## src/rtl/dac_tx_pkg.sv

```systemverilog
package dac_tx_pkg;
  localparam int HDR_W = 4;
  localparam int VAL_W = 12;
  localparam int FRAME_W = HDR_W + VAL_W;

  typedef struct packed {
    logic ch_b;
    logic buf_en;
    logic gain_x2;
    logic out_en;
  } dac_cfg_t;

  typedef enum logic {
    ST_IDLE,
    ST_RUN
  } tx_state_e;
endpackage

```

## src/rtl/dac_frame_pack.sv

```systemverilog
module dac_frame_pack
  import dac_tx_pkg::*;
(
  input  dac_cfg_t           cfg_i,
  input  logic [VAL_W-1:0]   value_i,
  output logic [FRAME_W-1:0] frame_o
);
  logic [HDR_W-1:0] hdr;

  // gain bit active low: 0 selects the higher gain
  assign hdr = {cfg_i.ch_b, cfg_i.buf_en, ~cfg_i.gain_x2, cfg_i.out_en};
  assign frame_o = {hdr, value_i};
endmodule

```

## src/rtl/dac_half_timer.sv

```systemverilog
module dac_half_timer #(
  parameter int DIV_W = 8
) (
  input  logic             clk_i,
  input  logic             rst_ni,
  input  logic             load_i,
  input  logic [DIV_W-1:0] lim_i,
  input  logic             run_i,
  output logic             tick_o
);
  logic [DIV_W-1:0] lim_q;
  logic [DIV_W-1:0] cnt_q;

  assign tick_o = run_i && (cnt_q == lim_q);

  always_ff @(posedge clk_i or negedge rst_ni) begin
    if (!rst_ni) begin
      lim_q <= '0;
      cnt_q <= '0;
    end else if (load_i) begin
      lim_q <= lim_i;
      cnt_q <= '0;
    end else if (run_i) begin
      cnt_q <= tick_o ? '0 : cnt_q + 1'b1;
    end
  end
endmodule

```

## src/rtl/dac_tx_seq.sv

```systemverilog
module dac_tx_seq
  import dac_tx_pkg::*;
(
  input  logic               clk_i,
  input  logic               rst_ni,
  input  logic               start_i,
  input  logic [FRAME_W-1:0] frame_i,
  input  logic               tick_i,
  output logic               accept_o,
  output logic               busy_o,
  output logic               cs_n_o,
  output logic               sck_o,
  output logic               sdo_o,
  output logic               done_o
);
  // halves: 0 lead-in, 1..HALF_DATA data, then two guard halves
  localparam int HALF_DATA = 2 * FRAME_W;
  localparam int HALF_LAST = HALF_DATA + 2;
  localparam int HS_W = $clog2(HALF_LAST + 1);

  tx_state_e          state_q;
  logic [HS_W-1:0]    half_q;
  logic [HS_W-1:0]    half_nxt;
  logic [FRAME_W-1:0] shreg_q;
  logic               cs_n_q;
  logic               sck_q;
  logic               done_q;

  assign half_nxt = half_q + 1'b1;
  assign accept_o = (state_q == ST_IDLE) && start_i;
  assign busy_o   = (state_q == ST_RUN);
  assign cs_n_o   = cs_n_q;
  assign sck_o    = sck_q;
  assign sdo_o    = shreg_q[FRAME_W-1] & ~cs_n_q;
  assign done_o   = done_q;

  always_ff @(posedge clk_i or negedge rst_ni) begin
    if (!rst_ni) begin
      state_q <= ST_IDLE;
      half_q  <= '0;
      shreg_q <= '0;
      cs_n_q  <= 1'b1;
      sck_q   <= 1'b0;
      done_q  <= 1'b0;
    end else begin
      done_q <= 1'b0;
      case (state_q)
        ST_IDLE: begin
          if (start_i) begin
            state_q <= ST_RUN;
            half_q  <= '0;
            shreg_q <= frame_i;
            cs_n_q  <= 1'b0;
            sck_q   <= 1'b0;
          end
        end
        ST_RUN: begin
          if (tick_i) begin
            if (half_q == HS_W'(HALF_LAST)) begin
              state_q <= ST_IDLE;
            end else begin
              half_q <= half_nxt;
              if (half_nxt <= HS_W'(HALF_DATA)) begin
                sck_q <= half_nxt[0];
                // falling edge: next bit, except after the last one
                if (!half_nxt[0] && (half_nxt != HS_W'(HALF_DATA)))
                  shreg_q <= {shreg_q[FRAME_W-2:0], 1'b0};
              end else if (half_nxt == HS_W'(HALF_DATA + 1)) begin
                cs_n_q <= 1'b1;
                done_q <= 1'b1;
              end
            end
          end
        end
        default: state_q <= ST_IDLE;
      endcase
    end
  end
endmodule

```

## src/rtl/dac_frame_tx.sv

```systemverilog
module dac_frame_tx
  import dac_tx_pkg::*;
#(
  parameter int DIV_W = 8
) (
  input  logic             clk_i,
  input  logic             rst_ni,
  input  logic             start_i,
  input  logic             ch_b_i,
  input  logic             buf_en_i,
  input  logic             gain_x2_i,
  input  logic             out_en_i,
  input  logic [11:0]      value_i,
  input  logic [DIV_W-1:0] div_i,
  output logic             busy_o,
  output logic             done_o,
  output logic             cs_n_o,
  output logic             sck_o,
  output logic             sdo_o
);
  dac_cfg_t           cfg;
  logic [FRAME_W-1:0] frame;
  logic               accept;
  logic               tick;

  assign cfg = '{ch_b: ch_b_i, buf_en: buf_en_i, gain_x2: gain_x2_i, out_en: out_en_i};

  dac_frame_pack i_pack (
    .cfg_i   (cfg),
    .value_i (value_i),
    .frame_o (frame)
  );

  dac_half_timer #(.DIV_W(DIV_W)) i_timer (
    .clk_i  (clk_i),
    .rst_ni (rst_ni),
    .load_i (accept),
    .lim_i  (div_i),
    .run_i  (busy_o),
    .tick_o (tick)
  );

  dac_tx_seq i_seq (
    .clk_i    (clk_i),
    .rst_ni   (rst_ni),
    .start_i  (start_i),
    .frame_i  (frame),
    .tick_i   (tick),
    .accept_o (accept),
    .busy_o   (busy_o),
    .cs_n_o   (cs_n_o),
    .sck_o    (sck_o),
    .sdo_o    (sdo_o),
    .done_o   (done_o)
  );
endmodule

```

## config.mk

```make
export PLATFORM = sky130hd
export DESIGN_NAME = dac_frame_tx
export DESIGN_NICKNAME = d
export VERILOG_FILES = /design/src/rtl/dac_tx_pkg.sv /design/src/rtl/dac_frame_pack.sv /design/src/rtl/dac_half_timer.sv /design/src/rtl/dac_tx_seq.sv /design/src/rtl/dac_frame_tx.sv
export SDC_FILE = /design/constraint.sdc
export NUM_CORES = 1
export LEC_CHECK = 0
export BUFFER_PORTS_ARGS = -buffer_cell sky130_fd_sc_hd__buf_2
export CAP_MARGIN = 20
export CORE_MARGIN = 4
export CORE_UTILIZATION = 30
export CTS_CLUSTER_SIZE = 12
export DETAILED_ROUTE_END_ITERATION = 10
export GPL_ROUTABILITY_DRIVEN = 1
export PLACE_DENSITY = 0.5
export SKIP_LAST_GASP = 1
export SLEW_MARGIN = 20
export SYNTH_ARGS = -nofsm -noshare
export SYNTH_HDL_FRONTEND = slang
export SYNTH_SLANG_ARGS = --single-unit
```

## constraint.sdc

```tcl
create_clock -name clk_i -period 2.45 [get_ports clk_i]
set_clock_uncertainty 0.05 [all_clocks]
set_input_delay 0.3675 -clock clk_i [delete_from_list [all_inputs] [get_ports clk_i]]
set_output_delay 0.3675 -clock clk_i [all_outputs]
set_load 0.02 [all_outputs]
```

==> results by group <==
Run status
  – Status: finished, final reports clean

STA
  – Final Hold Slack: 0.204 ns
  – Slew HR: between 60% and 70%
  – F_max: 477 MHz
  – Final setup violation count: 0
  – Unrepaired setup endpoints after global routing: no
  – Fin. Hold Viols: 0
  – Setup_tns: 0 ns
  – Fin crit share: 85.5%
  – Worst-Margin Slew: roughly 0.45 ns
  – Min Clock Period, post-route: 2.09 ns
  – Final Max Tran Viols: 0

CTS
  – Clk slew on worst S/H paths: 0.08 ns
  – Root buffer cell: clkbuf_8
  – CTS tree: built
  – H-tree Lvls: 2
  – Clk sinks: 42
  – Clk Latency, worst-skew pair: just under 0.3 ns
  – CTS max path bufs: 2
  – Post-cts repair resize count: 0
  – TritonCTS Buffers: 5

Power and ir drop
  – Sequential share of power: 46.8%
  – Sw Pwr: 723 µW
  – Total power per unit cell area: 869 nW/µm²
  – Switch share: 30.9%
  – Worst vdd ir: 0.340 mV
  – Pint: around 1600 µW
  – Combinational power share: 29.7%
  – Leak Pwr: 0.00132 µW
  – Clk pwr share: 23.5%

Synth
  – Post-Syn Instances: 205
  – Yosys Warn Count: 0
  – Post-Syn Area per Cell: 11.0 µm²
  – Mapped Nets: 236
  – Sequential fraction of the synthesis area: between 40% and 50%
  – Fraction of registers with async set/reset: 100%
  – Dominant synthesized flop cell: dfrtp_1
  – Synthesized flop and latch total: 42
  – Mapped Area: 2260 µm²
  – Post-synth EDFFs: 0
  – Yosys cell types: between 40 and 50

GRT
  – GRT overflow: 0
  – Initial antenna violation count: 0
  – GRT Overall Usage: 11.5%
  – First-pass GRT wire length: 8030 µm
  – Largest net degree at the start of global routing: 21
  – Vias in the first global route: 1644

Floorplanning
  – Initial Utilization: about 31%
  – Vert. Die Dim: 94.8 µm
  – DIE AREA: about 9000 µm²
  – Io pins: 32
  – Row count: 31
  – Die X-Extent: 94.8 µm
  – Placeable Area: 7290 µm²

Place
  – Placed cell count: 335
  – Port bufs: 31
  – Post-DP HPWL: 3470 µm
  – GPL Wtd Cong: 0.821

Finish
  – Commonest non-fill, non-tap cells in the layout: 41 x dfrtp_1, 34 x nand2_1, 31 x buf_2
  – Layout area overhead: 19.0%
  – Most common cell after layout, fill and taps aside: dfrtp_1
  – Ant diodes: 0
  – Final design utilization: a little under two fifths
  – Final Net Count: around 280
  – Finished Layout Cells: about 340
  – Share of layout cells above drive strength 1: 35.5%

Route
  – Via Count: approximately 1600
  – Wirelength, routed: 4710 µm
  – Initial detailed-routing violation count: 34
  – Number of remaining DRC errors: 0
  – DR vias/cell: 4.65
  – Routed Antenna Nets: 0
  – Pre-Repair DR Iteration Count: 4
  – Avg WL per Cell: 13.7 µm

Setup path
  – CP peak stage delay: 0.45 ns
  – Critical Path, Cell by Cell: nor4b_1 -> and2_1 -> a21o_1 -> a21o_1 -> buf_12 -> mux2_2
  – CP Max Fanout: 16
  – Critical-path top delay cell: dfrtp_1
  – CP arrival: 2.23 ns
  – Worst Path Required: roughly 2.6 ns
  – CP Launch Type: flop
  – CP endpoint kind: flop
  – Most frequent CP cell: a21o_1
  – Crit Path Class: reg -> reg

Min path
  – Hold Path Class: in -> reg

Run
  – Maxcap violations: 0
-- registers in the layout, summed over array words and instances (netlist names) --
register,flops
i_seq.busy_o,1
i_seq.sck_o,1
i_timer.lim_q,8
i_seq.shreg_q,16
i_seq.half_q,6
i_seq.cs_n_o,1
i_seq.done_o,1
i_timer.cnt_q,8
-- layer usage --
| metal | wire [µm] | track usage, % | vias up |
|---|---|---|---|
| li1 | - | - | 804 |
| met2 | 2120 | 17.6 | 37 |
| met5 | 0 | 0 | - |
| met3 | 264 | 3.43 | 8 |
| met1 | 2250 | 15.4 | 752 |
| met4 | 73 | 3.85 | 0 |
-- cell type report --
cell class | count | area, µm²
multi-input combinational | 150 | 1140
fill | 789 | 4600
clock inverter | 2 | 37.5
clock buffer | 6 | 72.6
inverter | 2 | 7.51
timing repair buffer | 43 | 260
tap | 99 | 124
sequential | 42 | 1050
-- repair_timing --
action,4_1_cts,5_1_grt
setup buffers,0,0
endpoints found under the hold margin,16,0
hold buffers,1,0
endpoints found under the setup margin,0,0
-- logic make-up (layout without fill, tap and decap cells) --
family	count (synthesis)	after routing	share of synthesized area, %
adder cells (fa/ha/maj)	4	4	2.21
AND/OR/NAND/NOR	72	72	17.0
XOR/XNOR	11	11	4.26
buffers and inverters	13	53	3.21
flip-flops	42	42	46.5
AO/OA/AOI/OAI	33	33	10.3
multiplexers	30	30	16.4
-- worst max-delay path, delay by kind of cell, from the launching register on --
kind / cells / cell delay, ns
simple gates: 2 / 0.63
flops: 1 / 0.45
compound gates: 2 / 0.35
mux: 1 / 0.34
buf+inv: 1 / 0.17
-- metrics by stage --
| step | instance area (µm²) | setup WS (ns) | total power, µW |
|---|---|---|---|
| finish | 2690 | 0.355 | 2340 |
| global route | 2690 | 0.201 | 2510 |
| CTS | 2690 | 0.346 | 2370 |
| detailed placement | 2570 | 0.362 | 1810 |
| global placement | 2570 | 0.373 | 1800 |
| floorplan | 2260 | 0.387 | 1610 |
-- cell usage after synthesis, drive strengths merged, types with 5 or more instances --
master	number	share of area, %
dfrtp	41	45
nand2	34	5.6
mux2	29	16
xor2	9	3.5
clkbuf	8	1.3
nand3	8	1.8
a21oi	7	1.5
a22o	6	2.4
a21o	5	1.7
and3	5	1.4
nor2	5	0.83
-- power by group through the flow --
stage	sequential, µW	combinational (µW)	clock [µW]
after floorplan	1050	557	0
after global placement	1110	690	0
after detailed placement	1110	699	0
after CTS	1100	702	572
after global routing	1130	778	598
final	1090	694	550
-- worst paths after layout --
path,from,cells after the start,slack (ns),to
setup / recovery,i_seq.half_q[2],6,0.36,i_seq.shreg_q[3]
min in group asynchronous,rst_ni,2,0.50,i_seq.half_q[1]
setup reg to reg,i_seq.half_q[2],6,0.36,i_seq.shreg_q[3]
hold reg to reg,i_seq.cs_n_o,2,0.44,i_seq.cs_n_o
hold / removal,div_i[4],3,0.20,i_timer.lim_q[4]
max in group asynchronous,rst_ni,3,1.30,i_timer.cnt_q[6]
Note: power is estimated with default switching activity, not from simulation.
